### src/rtl/ep0_seq_pkg.sv
`timescale 1ns/1ps
package ep0_seq_pkg;

    localparam int SETUP_LEN = 8;
    localparam int WORD_W    = 16;
    localparam int N_WORDS   = SETUP_LEN / 2;
    localparam int CNT_W     = 4;
    localparam int ADDR_W    = 3;

    localparam logic [ADDR_W-1:0] A_STATUS = 3'd0;
    localparam logic [ADDR_W-1:0] A_REQ    = 3'd1;
    localparam logic [ADDR_W-1:0] A_VAL    = 3'd2;
    localparam logic [ADDR_W-1:0] A_IDX    = 3'd3;
    localparam logic [ADDR_W-1:0] A_LEN    = 3'd4;

    localparam int BIT_IRQ  = 8;
    localparam int BIT_CPLE = 9;

    typedef enum logic [2:0] {
        ST_IDLE  = 3'd0,
        ST_SETUP = 3'd1,
        ST_DIN   = 3'd2,
        ST_DOUT  = 3'd3,
        ST_SIN   = 3'd4,
        ST_SOUT  = 3'd5
    } stage_t;

    typedef struct packed {
        logic ack;
        logic nak;
        logic zlp;
    } hs_t;

    // Phase that follows a committed setup packet.
    function automatic stage_t route_after_setup(input logic dir_in, input logic len_zero);
        if (len_zero)
            return ST_SIN;
        else if (dir_in)
            return ST_DIN;
        else
            return ST_DOUT;
    endfunction

    // Firmware may arm completion only once setup is over.
    function automatic logic arm_allowed(input stage_t s);
        return (s == ST_DIN) || (s == ST_DOUT) || (s == ST_SIN) || (s == ST_SOUT);
    endfunction

endpackage

### src/rtl/ep0_setup_capture.sv
`timescale 1ns/1ps
module ep0_setup_capture
    import ep0_seq_pkg::*;
#(
    parameter int N_BYTES = SETUP_LEN,
    parameter int CW      = CNT_W,
    localparam int NW     = N_BYTES / 2
) (
    input  logic                     clk,
    input  logic                     rst,
    input  logic                     pkt_start,
    input  logic                     capt_en,
    input  logic                     rx_vld,
    input  logic [7:0]               rx_byte,
    input  logic                     commit,
    output logic                     cnt_full,
    output logic                     cnt_zero,
    output logic                     dir_in,
    output logic                     len_zero,
    output logic [NW-1:0][WORD_W-1:0] words
);

    logic [CW-1:0] cnt_q;
    logic [7:0]    sh_q [N_BYTES];

    // Byte counter per packet, saturating
    always_ff @(posedge clk) begin
        if (rst || pkt_start)
            cnt_q <= '0;
        else if (rx_vld && (cnt_q != '1))
            cnt_q <= cnt_q + 1'b1;
    end

    // Shadow buffer, one slot per setup byte
    for (genvar b = 0; b < N_BYTES; b++) begin : g_shadow
        always_ff @(posedge clk) begin
            if (rst)
                sh_q[b] <= '0;
            else if (rx_vld && capt_en && (cnt_q == CW'(b)))
                sh_q[b] <= rx_byte;
        end
    end

    // Committed request words, little-endian byte pairs
    for (genvar w = 0; w < NW; w++) begin : g_word
        logic [WORD_W-1:0] wq;
        always_ff @(posedge clk) begin
            if (rst)
                wq <= '0;
            else if (commit)
                wq <= {sh_q[2*w+1], sh_q[2*w]};
        end
        assign words[w] = wq;
    end

    assign cnt_full = (cnt_q == CW'(N_BYTES));
    assign cnt_zero = (cnt_q == '0);
    assign dir_in   = sh_q[0][7];
    assign len_zero = ({sh_q[N_BYTES-1], sh_q[N_BYTES-2]} == '0);

endmodule

### src/rtl/ep0_stage_fsm.sv
`timescale 1ns/1ps
module ep0_stage_fsm
    import ep0_seq_pkg::*;
(
    input  logic   clk,
    input  logic   rst,
    input  logic   tok_setup,
    input  logic   tok_in,
    input  logic   tok_out,
    input  logic   rx_ok,
    input  logic   ack_rcvd,
    input  logic   cnt_full,
    input  logic   cnt_zero,
    input  logic   dir_in,
    input  logic   len_zero,
    input  logic   arm_req,
    output stage_t stage,
    output logic   cple,
    output logic   commit,
    output logic   stage_evt,
    output hs_t    hs
);

    stage_t stage_q, stage_d;
    logic   cple_q, cple_d;
    logic   zlp_sent_q, zlp_sent_d;
    hs_t    hs_q, hs_d;

    always_comb begin
        stage_d    = stage_q;
        zlp_sent_d = zlp_sent_q;
        hs_d       = '0;
        commit     = 1'b0;
        if (tok_setup) begin
            stage_d    = ST_SETUP;
            zlp_sent_d = 1'b0;
        end else begin
            unique case (stage_q)
                ST_SETUP: begin
                    if (rx_ok) begin
                        if (cnt_full) begin
                            commit  = 1'b1;
                            stage_d = route_after_setup(dir_in, len_zero);
                        end else begin
                            stage_d = ST_IDLE;
                        end
                    end
                end
                ST_DIN: begin
                    if (tok_out)
                        stage_d = ST_SOUT;
                end
                ST_DOUT: begin
                    if (tok_in)
                        stage_d = ST_SIN;
                end
                ST_SIN: begin
                    if (tok_in) begin
                        if (cple_q) begin
                            hs_d.zlp   = 1'b1;
                            zlp_sent_d = 1'b1;
                        end else begin
                            hs_d.nak = 1'b1;
                        end
                    end else if (ack_rcvd && zlp_sent_q) begin
                        stage_d    = ST_IDLE;
                        zlp_sent_d = 1'b0;
                    end
                end
                ST_SOUT: begin
                    if (rx_ok && cnt_zero) begin
                        if (cple_q) begin
                            hs_d.ack = 1'b1;
                            stage_d  = ST_IDLE;
                        end else begin
                            hs_d.nak = 1'b1;
                        end
                    end
                end
                default: ;
            endcase
        end
    end

    // Completion enable: cleared by SETUP, armed only after setup
    always_comb begin
        if (tok_setup)
            cple_d = 1'b0;
        else if (arm_req && arm_allowed(stage_q))
            cple_d = 1'b1;
        else
            cple_d = cple_q;
    end

    assign stage_evt = (stage_d != stage_q) && (stage_d != ST_SETUP) &&
                       !((stage_q == ST_SETUP) && (stage_d == ST_IDLE));

    always_ff @(posedge clk) begin
        if (rst) begin
            stage_q    <= ST_IDLE;
            cple_q     <= 1'b0;
            zlp_sent_q <= 1'b0;
            hs_q       <= '0;
        end else begin
            stage_q    <= stage_d;
            cple_q     <= cple_d;
            zlp_sent_q <= zlp_sent_d;
            hs_q       <= hs_d;
        end
    end

    assign stage = stage_q;
    assign cple  = cple_q;
    assign hs    = hs_q;

endmodule

### src/rtl/ep0_cpu_regs.sv
`timescale 1ns/1ps
module ep0_cpu_regs
    import ep0_seq_pkg::*;
(
    input  logic                          clk,
    input  logic                          rst,
    input  stage_t                        stage,
    input  logic                          cple,
    input  logic                          stage_evt,
    input  logic [N_WORDS-1:0][WORD_W-1:0] words,
    input  logic [ADDR_W-1:0]             cpu_addr,
    input  logic                          cpu_wr,
    input  logic [WORD_W-1:0]             cpu_wdata,
    output logic                          irq,
    output logic                          arm_req,
    output logic [WORD_W-1:0]             cpu_rdata
);

    logic irq_q;
    logic wr_stat;

    assign wr_stat = cpu_wr && (cpu_addr == A_STATUS);
    assign arm_req = wr_stat && cpu_wdata[BIT_CPLE];

    // Set has priority over write-one-to-clear
    always_ff @(posedge clk) begin
        if (rst)
            irq_q <= 1'b0;
        else if (stage_evt)
            irq_q <= 1'b1;
        else if (wr_stat && cpu_wdata[BIT_IRQ])
            irq_q <= 1'b0;
    end

    assign irq = irq_q;

    always_comb begin
        cpu_rdata = '0;
        unique case (cpu_addr)
            A_STATUS: begin
                cpu_rdata[2:0]      = stage;
                cpu_rdata[BIT_IRQ]  = irq_q;
                cpu_rdata[BIT_CPLE] = cple;
            end
            A_REQ:   cpu_rdata = words[0];
            A_VAL:   cpu_rdata = words[1];
            A_IDX:   cpu_rdata = words[2];
            A_LEN:   cpu_rdata = words[3];
            default: cpu_rdata = '0;
        endcase
    end

endmodule

### src/rtl/ep0_stage_seq.sv
`timescale 1ns/1ps
module ep0_stage_seq
    import ep0_seq_pkg::*;
(
    input  logic        clk,
    input  logic        rst,
    input  logic        tok_setup,
    input  logic        tok_in,
    input  logic        tok_out,
    input  logic        rx_vld,
    input  logic [7:0]  rx_byte,
    input  logic        rx_ok,
    input  logic        ack_rcvd,
    output logic        hs_ack,
    output logic        hs_nak,
    output logic        zlp_tx,
    output logic        irq,
    input  logic [2:0]  cpu_addr,
    input  logic        cpu_wr,
    input  logic [15:0] cpu_wdata,
    output logic [15:0] cpu_rdata
);

    stage_t stage_q;
    logic   cple_q;
    logic   commit, stage_evt, arm_req;
    logic   cnt_full, cnt_zero, dir_in, len_zero;
    hs_t    hs;
    logic [N_WORDS-1:0][WORD_W-1:0] words;

    ep0_setup_capture u_cap (
        .clk       (clk),
        .rst       (rst),
        .pkt_start (tok_setup | tok_out),
        .capt_en   (stage_q == ST_SETUP),
        .rx_vld    (rx_vld),
        .rx_byte   (rx_byte),
        .commit    (commit),
        .cnt_full  (cnt_full),
        .cnt_zero  (cnt_zero),
        .dir_in    (dir_in),
        .len_zero  (len_zero),
        .words     (words)
    );

    ep0_stage_fsm u_fsm (
        .clk       (clk),
        .rst       (rst),
        .tok_setup (tok_setup),
        .tok_in    (tok_in),
        .tok_out   (tok_out),
        .rx_ok     (rx_ok),
        .ack_rcvd  (ack_rcvd),
        .cnt_full  (cnt_full),
        .cnt_zero  (cnt_zero),
        .dir_in    (dir_in),
        .len_zero  (len_zero),
        .arm_req   (arm_req),
        .stage     (stage_q),
        .cple      (cple_q),
        .commit    (commit),
        .stage_evt (stage_evt),
        .hs        (hs)
    );

    ep0_cpu_regs u_regs (
        .clk       (clk),
        .rst       (rst),
        .stage     (stage_q),
        .cple      (cple_q),
        .stage_evt (stage_evt),
        .words     (words),
        .cpu_addr  (cpu_addr),
        .cpu_wr    (cpu_wr),
        .cpu_wdata (cpu_wdata),
        .irq       (irq),
        .arm_req   (arm_req),
        .cpu_rdata (cpu_rdata)
    );

    assign hs_ack = hs.ack;
    assign hs_nak = hs.nak;
    assign zlp_tx = hs.zlp;

endmodule

### config.mk
export PLATFORM = sky130hd
export DESIGN_NAME = ep0_stage_seq
export DESIGN_NICKNAME = d
export VERILOG_FILES = /design/src/rtl/ep0_seq_pkg.sv /design/src/rtl/ep0_setup_capture.sv /design/src/rtl/ep0_stage_fsm.sv /design/src/rtl/ep0_cpu_regs.sv /design/src/rtl/ep0_stage_seq.sv
export SDC_FILE = /design/constraint.sdc
export NUM_CORES = 1
export LEC_CHECK = 0
export BUFFER_PORTS_ARGS = -buffer_cell sky130_fd_sc_hd__buf_2
export CELL_PAD_IN_SITES_DETAIL_PLACEMENT = 1
export CELL_PAD_IN_SITES_GLOBAL_PLACEMENT = 1
export CORE_UTILIZATION = 50
export CTS_CLUSTER_SIZE = 14
export DETAILED_ROUTE_END_ITERATION = 8
export HOLD_SLACK_MARGIN = 0.02
export PLACE_DENSITY_LB_ADDON = 0.15
export SYNTH_ARGS = -nofsm -noshare
export SYNTH_HDL_FRONTEND = slang
export SYNTH_SLANG_ARGS = --single-unit
### constraint.sdc
create_clock -name clk -period 4.8 [get_ports clk]
set_input_delay 0.24 -clock clk [delete_from_list [all_inputs] [get_ports clk]]
set_output_delay 0.24 -clock clk [all_outputs]
set_load 0.005 [all_outputs]
Word level (Yosys, flattened, before mapping)

Memory sizes are Yosys's and may differ from the RTL's. A register that Yosys moved wholly into a read port is not among the register bits.
Cells that the tools add are included.

Bits of input ports: 36
Logic and storage cells: 144
Memories: 1
Memory bits (writable): 64
Bits in registers: 45
Output and inout bits: 20

Memories:

| name       | depth | bits a word | read ports | clocked after Yosys merged registers in | write ports | RTL line                | text |
|---|---|---|---|---|---|---|---|
| u_cap.sh_q | 8     | 8           | 8          | 5                                       | 8           | ep0_setup_capture.sv:24 | `logic [7:0] sh_q [N_BYTES];` |

Multiplexer cells: 64
Add/subtract/negate cells: 1
Reductions and logical operators: 34
Equal/unequal tests: 21
Bitwise logic cells: 13

Operator list:

| cell                | number |
|---|---|
| $mux 8              | 8 |
| $mux 1              | 39 |
| $mux 3              | 10 |
| $pmux 3 s5          | 2 |
| $pmux 6 s4          | 1 |
| $pmux 5 s4          | 1 |
| $logic_and 1x1->1   | 19 |
| $eq 4x3->1 const B  | 4 |
| $logic_not 16->1    | 1 |
| $eq 3x2->1 const B  | 4 |
| $pmux 2 s5          | 1 |
| $eq 3x3->1 const B  | 3 |
| $or 1x1->1          | 9 |
| $eq 4x2->1 const B  | 2 |
| $reduce_or 4->1     | 2 |
| $eq 3x1->1 const B  | 2 |
| $logic_not 3->1     | 2 |
| $add 4x1->4 const B | 1 |
| $eq 4x1->1 const B  | 1 |
| $eq 4x4->1 const B  | 1 |
| $logic_not 4->1     | 1 |
| $logic_or 1x1->1    | 4 |
| $ne 4x4->1 const B  | 1 |
| $not 1->1           | 4 |
| other kinds (9)     | 10 |

Longest topological paths before layout

Gate-level depths: netlist of the first run.
An unclocked memory read counts as a cell.

Depth after elaboration: 12
Mapped depth: 8
Gate-level depth less buffers: 7

Cells and area by module

A second synthesis of the first run with hierarchy kept.

Cells, all modules: 540
Area, all modules: 6316.1 um^2

Modules (own cells, without submodules):

| module            | cells each | area each (um^2) | times used | sequential area each (um^2) |
|---|---|---|---|---|
| ep0_setup_capture | 396        | 5014.8           | 1          | 3283.1 |
| ep0_cpu_regs      | 79         | 767.0            | 1          | 20.0 |
| ep0_stage_fsm     | 63         | 515.5            | 1          | 160.2 |
| ep0_stage_seq     | 2          | 18.8             | 1          | 0.0 |

Worst setup path after synthesis of the first run

No wires, ideal clock.

Path kind: register to register
Start: register u_fsm.stage_q[2] (netlist: u_fsm.stage[2])
End: memory u_cap.sh_q[2][0] (enable)
Arrival time: 1337 ps
Slack: 3089 ps
Setup time: 375 ps
Required time: 4425 ps
Cell stages (with the launch flop): 5
Clock period less this slack: 1711 ps
Path buffers: 1
Cells stage by stage: dfxtp_1 -> buf_4 -> nor3_2 -> nand2_1 -> o21bai_1

RTL lines:

| what                   | RTL line                | text |
|---|---|---|
| start, declared        | ep0_stage_fsm.sv:24     | `stage_t stage_q, stage_d;` |
| start signal, assigned | ep0_stage_fsm.sv:105    | `stage_q <= stage_d;` |
| end, declared          | ep0_setup_capture.sv:24 |  |

Worst setup path after layout of the first run

Start: input port cpu_addr[1]
End: output port cpu_rdata[10]

Cells in the longest elaborated chain, start to end: 2
Elaborated cells between the ends (all ways): 5
Classes of those cells: eq/ne: 4; mux: 1

Ends and longest elaborated chain:

| what                                     | RTL line            | text |
|---|---|---|
| start, declared                          | ep0_stage_seq.sv:18 | `input logic [2:0] cpu_addr,` |
| $eq 3x3->1, or another cell as far along | ep0_cpu_regs.sv:39  | `unique case (cpu_addr)` |
| $pmux 6 s4 *                             | ep0_cpu_regs.sv:39  |  |
| end, declared                            | ep0_stage_seq.sv:21 | `output logic [15:0] cpu_rdata` |

Every way passes the cells marked *; elsewhere a longest branch is shown, timed or not.

==> results by stage, run 1 <==
STA:
- The actual transition at the worst max-transition pin is between 1 and 1.5 ns.
- The final cycle utilization of the critical path is 56.46%.
- The worst clock skew is 0.01198 ns.
- The shortest period the worst path allows is 2.710 ns.
- Setup repair after global routing left no endpoint under its margin.
- Measured against its own limit, the worst slew margin works out to 29.15%.
- The number of hold-slack violations in the final timing report was 0.
- The final setup violation count is 0.
- Based on the critical path, the design can be clocked at up to 369.0 MHz.
- The final max-slew violation count came to 0.
- The worst path meets setup with approximately 2.1 ns of slack.
- After routing, the total negative slack on setup checks comes to 0 ns.

Global route:
- The via count of the first global-routing pass is 4789.
- Global routing used 31.73% of the available met1 tracks.
- The number of antenna violations at the first check in global routing was 0.
- The largest net degree at the start of global routing is 80.
- The global routing stage identified its most utilized layer as met2.
- The met3 usage is 6.052%.
- Global routing finished with a remaining overflow of 0.
- Global routing consumed, over all layers together, between 20% and 30% of the routing resources.
- The met2 layer usage reported by global route is 48.23%.
- The first global-routing pass estimated 25480 um of wire.

Routing:
- The per-cell via count in the routed design is ~5.7.
- After detailed routing, the number of remaining DRC violations is 0.
- Summed over all layers, the routed wires come to 16150 um.
- The count of antenna-violating nets left after detailed routing is 0.
- The count of routing violations after the opening detailed-route iteration is ~240.
- For this block, the via count after detailed routing is 4619.
- For this run, the detailed router's first-pass iteration total came to 4.
- The detailed-route wire length per cell is 20.01 um.

Synth:
- Synthesis handed over a netlist of ~620 instances.
- After synthesis the netlist holds a flip-flop and latch count of 141.
- The synthesized netlist occupies a cell area of 0.006140 mm^2.
- The mean instance size in the synthesized netlist is between 9 and 10 um^2.
- The number of distinct library cells after synthesis is 53.
- The register area share after synthesis is 56.41%.
- Among all flip-flop cells after synthesis, the most frequent one is sky130_fd_sc_hd__dfxtp_1.
- Synthesis produced a netlist with a net count of 659.
- For this run, the number of Yosys warnings is 0.
- In the synthesized netlist the async set-or-reset flop fraction comes to 0%.
- Yosys mapped a number of flops with a built-in enable equal to 64.

Final layout:
- The final net count is 687.
- The finished layout holds 807 standard cells, fillers aside.
- The most common cell after layout, fill and taps aside is sky130_fd_sc_hd__nand2_1.
- The fraction of final layout cells sized beyond drive strength 1 is 14.85%.
- The number of inserted filler cells in the final layout is approximately 1.3k.
- In the layout the commonest cells are sky130_fd_sc_hd__nand2_1 (150), sky130_fd_sc_hd__dfxtp_1 (77), sky130_fd_sc_hd__a21oi_1 (72).
- The final cell utilization of the core is 57.63%.
- The diode insertion count for antenna repair is 0.
- The relative area change from synthesis to final layout is 12.74%.

Clocking:
- The CTS buffer count is 17.
- The deepest clock path buffer count is 2.
- In this run the post-CTS setup repair buffer count came out at 0.
- The cts-stage hold buffer count is 0.
- The CTS tree is done.
- CTS built an H-tree with a depth of 4.
- The clock-pin slew on the worst setup and hold paths is around 0.060 ns.
- The tree built by TritonCTS fans out to ~140 sinks.
- Gates resized during post-CTS repair numbered 0.
- The CTS root buffer is sky130_fd_sc_hd__clkbuf_16.
- The latest clock arrival within the worst-skew pair is 0.42 ns.

Floorplan:
- The floorplan step defined a die boundary enclosing 0.01273 mm^2.
- The overall die width is 112.8 um.
- In this run the core area contains 40 standard-cell rows.
- The placeable core region is 0.01201 mm^2.
- The starting utilization of the core area is 51.11%.
- The die is 112.8 um tall.
- For this design the top-level I/O count stands at between 50 and 60.

Power and ir drop:
- The worst ir drop on vdd is 0.0002502 V.
- The power density over the cells is 382.2 mW/mm^2.
- Combinational logic burns about 3.7% of the power.
- Sequential cells burn 48.8% of the power.
- The internal power component is approximately 2.1 mW.
- The leakage component of the power is 2.527 nW.
- Summed over all nets, the switching power comes to 0.5780 mW.
- The clock share of power is 47.6%.
- Net switching is 21.85% of the power.

Placed design:
- The post-place setup slack is 2.196 ns.
- The count of input and output buffers is between 40 and 50.
- The congestion estimate from routability-driven global placement came to 0.8444.
- The total half-perimeter wirelength after legalization and detailed placement is 10440 um.
- Counting tap cells, the placed design contains a total of 775 instances.

Setup path:
- The maximum fanout along the worst path is 25.
- The endpoint type of the worst setup path is an output port.
- The critical path class is input port to output port.
- STA classifies the critical path startpoint as an input port.
- Data on the critical path is required at its endpoint by ~4.6 ns.
- The arrival time at the worst endpoint is ~2.5 ns.

Outcome:
- The flow ran to the end, and the final reports show no timing, DRC or antenna violations.

Min path:
- The kind of path behind the tightest hold check is input port to register.

Flow run:
- The number of max-cap violations is 0.
through the flow:
stage               hold WS (ns)  power, mW  instance area (um^2)
detailed placement        0.4469      1.410                  6349
global route             0.09279      2.716                  6922
CTS                      0.07993      2.663                  6922
global placement          0.4382      1.406                  6349
floorplan                 0.3883      1.365                  6140
finish                   0.08081      2.645                  6922
final timing paths:
check | from | to | slack, ns | cells after the start
setup reg to reg | u_fsm.stage[0]$_SDFF_PP0_ | u_cap.sh_q[1][3]$_SDFFCE_PN0P_ | 2.28 | 4
setup / recovery | cpu_addr[1] | cpu_rdata[10] | 2.09 | 5
hold reg to reg | u_cap.g_word[2].wq[6]$_SDFFE_PP0P_ | u_cap.g_word[2].wq[6]$_SDFFE_PP0P_ | 0.45 | 2
hold / removal | cpu_wdata[9] | u_fsm.cple$_SDFFE_PP0P_ | 0.08 | 3
cells in the mapped netlist, types with 3 or more instances:
cell,instances,share of area (%)
sky130_fd_sc_hd__a21boi_0,3,0.37
sky130_fd_sc_hd__a21oi_1,72,5.9
sky130_fd_sc_hd__a22oi_1,12,1.5
sky130_fd_sc_hd__and2_1,65,6.6
sky130_fd_sc_hd__buf_2,12,0.98
sky130_fd_sc_hd__buf_6,7,1.3
sky130_fd_sc_hd__clkbuf_1,15,0.92
sky130_fd_sc_hd__dfxtp_1,77,25
sky130_fd_sc_hd__edfxtp_1,64,31
sky130_fd_sc_hd__ha_1,4,0.82
sky130_fd_sc_hd__inv_1,8,0.49
sky130_fd_sc_hd__mux2_2,11,2.0
sky130_fd_sc_hd__mux2i_1,9,1.5
sky130_fd_sc_hd__nand2_1,150,9.2
sky130_fd_sc_hd__nand2b_1,4,0.41
sky130_fd_sc_hd__nand3_1,6,0.49
sky130_fd_sc_hd__nor2_1,26,1.6
sky130_fd_sc_hd__nor2b_1,4,0.41
sky130_fd_sc_hd__nor4_1,7,0.71
sky130_fd_sc_hd__o21ai_0,13,1.1
sky130_fd_sc_hd__o21bai_1,8,0.98
sky130_fd_sc_hd__o22ai_1,4,0.41
sky130_fd_sc_hd__or2_2,3,0.31
area by class of cell:
type	instances	area [um^2]	area share [%]
timing repair buffer	44	227.7	3.290
multi-input combinational	434	2440	35.25
clock inverter	11	91.34	1.320
inverter	9	33.78	0.4881
sequential	141	3463	50.04
tap	147	183.9	2.657
clock buffer	21	481.7	6.960
kinds of logic after synthesis:
| family | count (synthesis) | share of synthesized area, % |
|---|---|---|
| and+or+nand+nor | 282 | 22.74 |
| DFF | 141 | 56.41 |
| AOI/OAI and AO/OA | 123 | 11.76 |
| buffers and inverters | 44 | 3.852 |
| muxes | 21 | 3.852 |
| xor gates and xnor gates | 4 | 0.5707 |
| adders and majority gates | 4 | 0.8152 |
layer usage:
| layer | vias up | part of all wire [%] |
|---|---|---|
| met5 | - | 0 |
| met4 | 0 | 1.7 |
| met3 | 22 | 3.5 |
| met2 | 103 | 52 |
| met1 | 2317 | 43 |
| li1 | 2177 | - |
critical path: stages:
cell	delay (ns)
sky130_fd_sc_hd__buf_2	0.58
sky130_fd_sc_hd__nor2b_1	0.89
sky130_fd_sc_hd__a22oi_1	0.23
sky130_fd_sc_hd__o21ai_0	0.32
sky130_fd_sc_hd__buf_2	0.18
power by group through the flow:
stage,Sequential (mW),Clock (mW),Combinational (mW)
finish,1.29,1.26,0.0970
floorplan,1.31,0,0.0584
detailed placement,1.31,0,0.0959
CTS,1.29,1.28,0.0971
global placement,1.31,0,0.0928
global route,1.29,1.32,0.105
flip-flops by register name, indices dropped and copies added, names as in the netlist:
register,flops
u_fsm.hs,3
u_fsm.zlp_sent_q,1
u_cap.sh_q,64
u_fsm.stage,3
u_regs.irq,1
u_cap.cnt_q,4
u_fsm.cple,1
u_cap.g_word.wq,64
Power figures use the tool's default switching activity.
==> inputs of run 2 (changes only) <==
--- a/config.mk
+++ b/config.mk
@@ -8,7 +8,7 @@
 export BUFFER_PORTS_ARGS = -buffer_cell sky130_fd_sc_hd__buf_2
 export CELL_PAD_IN_SITES_DETAIL_PLACEMENT = 1
 export CELL_PAD_IN_SITES_GLOBAL_PLACEMENT = 1
-export CORE_UTILIZATION = 50
+export CORE_UTILIZATION = 42
 export CTS_CLUSTER_SIZE = 14
 export DETAILED_ROUTE_END_ITERATION = 8
 export HOLD_SLACK_MARGIN = 0.02
==> constraint.sdc (replaced) <==
create_clock -name clk -period 2.19 [get_ports clk]
set_input_delay 0.1095 -clock clk [delete_from_list [all_inputs] [get_ports clk]]
set_output_delay 0.1095 -clock clk [all_outputs]
set_load 0.005 [all_outputs]
==> run 2 against run 1 <==
First-iteration DRC count grew 52%. Count of clock-buffer cells in the layout is the same. Clock skew shrank 0.0042 ns. Non-clock buffer count grew 27. Via count grew 0.48%. Register-to-register slack lost 2.0 ns.
==> results by stage, run 2 (synthesis gave the netlist of run 1 again) <==
Outcome:
- Run status: completed (unchanged).

Routing:
- The detailed-route wire length per cell was 19.74 um (was 20.01 um).
- The number of vias after detailed routing is 4641 (was 4619).
- The per-cell via count in the routed design came to 5.353 (was 5.724).
- The length of routed met3 wiring came to 705 um (was 573 um).
- The post-route DRC violation count was 0 (unchanged).
- The met1 layer wirelength in the final routing came to 7796 um (was 6955 um).
- The count of routing violations after the opening detailed-route iteration is 364 (was 239).
- The number of detailed-route iterations in the first pass is 4 (unchanged).
- The uppermost metal layer occupied by signal nets is met4 (unchanged).
- The total detailed-routing wirelength is 17120 um (was 16150 um).
- The met2 wire length is 8383 um (was 8341 um).
- The count of antenna-violating nets left after detailed routing came to 0 (unchanged).

STA:
- The relative slew slack is 52.71% (was 29.15%).
- Derived from the worst setup path, the maximum achievable clock frequency is ~540 MHz.
- The accumulated negative setup slack is 0 ns (unchanged).
- The actual transition at the worst max-transition pin came to 0.7094 ns (was 1.061 ns).
- The final setup violation count came to 0 (unchanged).
- Unrepaired setup endpoints after global routing: no (unchanged).
- The final cycle utilization of the critical path is 85.34%.
- The number of hold-slack violations in the final timing report is 0 (unchanged).
- The final max-slew violation count is 0 (unchanged).
- The shortest period the worst path allows is 1.869 ns.
- The worst clock skew is 0.007806 ns (was 0.01198 ns).

Global route:
- The first-pass GRT wire length came to 26260 um (was 25480 um).
- The via count of the first global-routing pass is 4790 (was 4789).
- The global routing usage summed across all routing layers is 24.23% (was 27.01%).
- The largest net degree at the start of global routing was 56 (was 80).
- The total global routing overflow came to 0 (unchanged).
- The number of antenna violations at the first check in global routing was 1 (was 0).

Final layout:
- The final net count was 714 (was 687).
- The number of inserted filler cells in the final layout is 1582 (was 1342).
- Top Registers: u_cap.g_word.wq x64, u_cap.sh_q x64, u_cap.cnt_q x4 (unchanged).
- The diode insertion count for antenna repair came to 0 (unchanged).
- The relative area change from synthesis to final layout is 16.98% (was 12.74%).
- The post-route non-filler standard cell count came to 867 (was 807).
- The most common cell after layout, fill and taps aside is sky130_fd_sc_hd__nand2_1 (unchanged).
- Highest-count cells in the layout ignoring fill and taps: sky130_fd_sc_hd__nand2_1 (150), sky130_fd_sc_hd__dfxtp_1 (77), sky130_fd_sc_hd__a21oi_1 (72) (unchanged).
- The multi-input logic area came to 0.002440 mm^2 (unchanged).
- The final cell utilization of the core came to 50.95% (was 57.63%).
- The fraction of final layout cells sized beyond drive strength 1 is 18.05% (was 14.85%).
- The combined flip-flop and latch cell area is 0.003463 mm^2 (unchanged).

Power and ir drop:
- The switching power as a share of total power came to 22.54% (was 21.85%).
- The internal power component came to 4.429 mW (was 2.067 mW).
- The net switching power of the design is 1.289 mW (was 0.5780 mW).
- The relative contribution of sequential cells to total power was 49.3% (was 48.8%).
- The leakage component of the power is 2.660 nW (was 2.527 nW).
- The clock share of power is 46.2% (was 47.6%).
- The worst ir drop on vdd is 0.0006210 V (was 0.0002502 V).
- The proportion of power drawn by combinational gates is 4.5% (was 3.7%).
- The total power of the final layout is 5.717 mW (was 2.645 mW).
- The power density over the cells is 796.1 mW/mm^2 (was 382.2 mW/mm^2).

Floorplan:
- The placeable core region was 0.01410 mm^2 (was 0.01201 mm^2).
- The cell row count came to 43 (was 40).
- The number of top-level pins is 56 (unchanged).
- The die footprint is 0.01511 mm^2 (was 0.01273 mm^2).
- The die span in y was 122.9 um (was 112.8 um).
- The overall die width was 122.9 um (was 112.8 um).
- The starting utilization of the core area was 43.56% (was 51.11%).

Clocking:
- The CTS root buffer is sky130_fd_sc_hd__clkbuf_16 (unchanged).
- The deepest clock path buffer count is 2 (unchanged).
- The sink count of the clock tree is 141 (unchanged).
- The CTS buffer count came to 17 (unchanged).
- The CTS tree was done (unchanged).
- The number of gates given a new drive strength after cts is 0 (unchanged).
- The count of buffers added by post-CTS timing repair for setup is 0 (unchanged).
- The clock-pin slew on the worst setup and hold paths came to 0.06 ns (about the same).
- The maximum level of the CTS H-tree is 4 (unchanged).
- The latest clock arrival within the worst-skew pair is 0.42 ns (about the same).

Setup path:
- The endpoint type of the worst setup path is a register (was output port).
- The category of the worst setup path launch point is a register (was input port).
- The maximum fanout along the worst path is 28 (was 25).
- The critical path class is register to register (was input port to output port).
- The arrival time at the worst endpoint came to 2.20 ns (was 2.47 ns).
- The required time at the endpoint of the critical path is 2.52 ns (was 4.56 ns).

Flow run:
- The number of max-cap violations is 0 (unchanged).

Placed design:
- The total half-perimeter wirelength after legalization and detailed placement came to 11530 um (was 10440 um).
- The global placer's final weighted congestion came to 0.8691 (was 0.8444).
- The number of placed cells counting well taps was 833 (was 775).
- The count of input and output buffers is 41 (unchanged).

Min path:
- The kind of path behind the tightest hold check is input port to register (unchanged).
## run 2: path summary, 6_finish.rpt
kind,startpoint,endpoint,slack (ns),depth (start not counted)
worst max-delay path,u_cap.cnt_q[0]$_SDFFE_PP0P_,u_cap.g_word[3].wq[11]$_SDFFE_PP0P_,0.32,8
worst min-delay path,tok_in,u_fsm.zlp_sent_q$_SDFFE_PP0P_,0.04,3
worst max register to register,u_cap.cnt_q[0]$_SDFFE_PP0P_,u_cap.g_word[3].wq[11]$_SDFFE_PP0P_,0.32,8
worst min register to register,u_cap.g_word[2].wq[15]$_SDFFE_PP0P_,u_cap.g_word[2].wq[15]$_SDFFE_PP0P_,0.46,2
## run 2: worst max-delay path, stage by stage, from the launching register on
cell	delay [ns]
sky130_fd_sc_hd__dfxtp_1	0.33
sky130_fd_sc_hd__inv_1	0.13
sky130_fd_sc_hd__ha_1	0.22
sky130_fd_sc_hd__and2_1	0.23
sky130_fd_sc_hd__nand3_4	0.14
sky130_fd_sc_hd__nor2_8	0.27
sky130_fd_sc_hd__buf_12	0.22
sky130_fd_sc_hd__nand2_1	0.07
sky130_fd_sc_hd__a21oi_1	0.16
## run 2: area by class of cell
| cell class | count | share of cell area [%] |
|---|---|---|
| Clock buffer | 21 | 6.690 |
| Clock inverter | 11 | 0.9233 |
| Inverter | 9 | 0.4704 |
| Multi-Input combinational cell | 434 | 33.97 |
| Sequential cell | 141 | 48.22 |
| Tap cell | 180 | 3.136 |
| Timing Repair Buffer | 71 | 6.585 |
## run 2: timing repair
action                                  CTS  global route
endpoints found under the setup margin    0             0
hold buffers                              2             0
hold endpoints to repair                  2             0
## run 2: power groups by stage
| stage | clock, mW | sequential, mW | combinational, mW |
|---|---|---|---|
| 2_1_floorplan | 0 | 2.86 | 0.128 |
| 3_3_place_gp | 0 | 2.87 | 0.248 |
| 3_5_place_dp | 0 | 2.87 | 0.254 |
| 4_1_cts | 2.69 | 2.82 | 0.258 |
| 5_1_grt | 2.78 | 2.82 | 0.275 |
| 6_report | 2.64 | 2.82 | 0.257 |
## run 2: per-stage QoR
step	hold WS [ns]	instance area (um^2)	setup WS, ns
final	0.04275	7182	0.3211
after global routing	0.05800	7182	0.2035
after CTS	0.02690	7182	0.3078
after detailed placement	0.3801	6615	0.3044
after global placement	0.3730	6615	0.3919
after floorplan	0.2578	6140	0.4787
## run 2: routing by layer
metal | up-vias | global-route usage [%]
li1 | 2247 | -
met1 | 2288 | 31.30
met2 | 85 | 40.63
met3 | 21 | 4.613
met4 | 0 | 8.232
met5 | - | 0
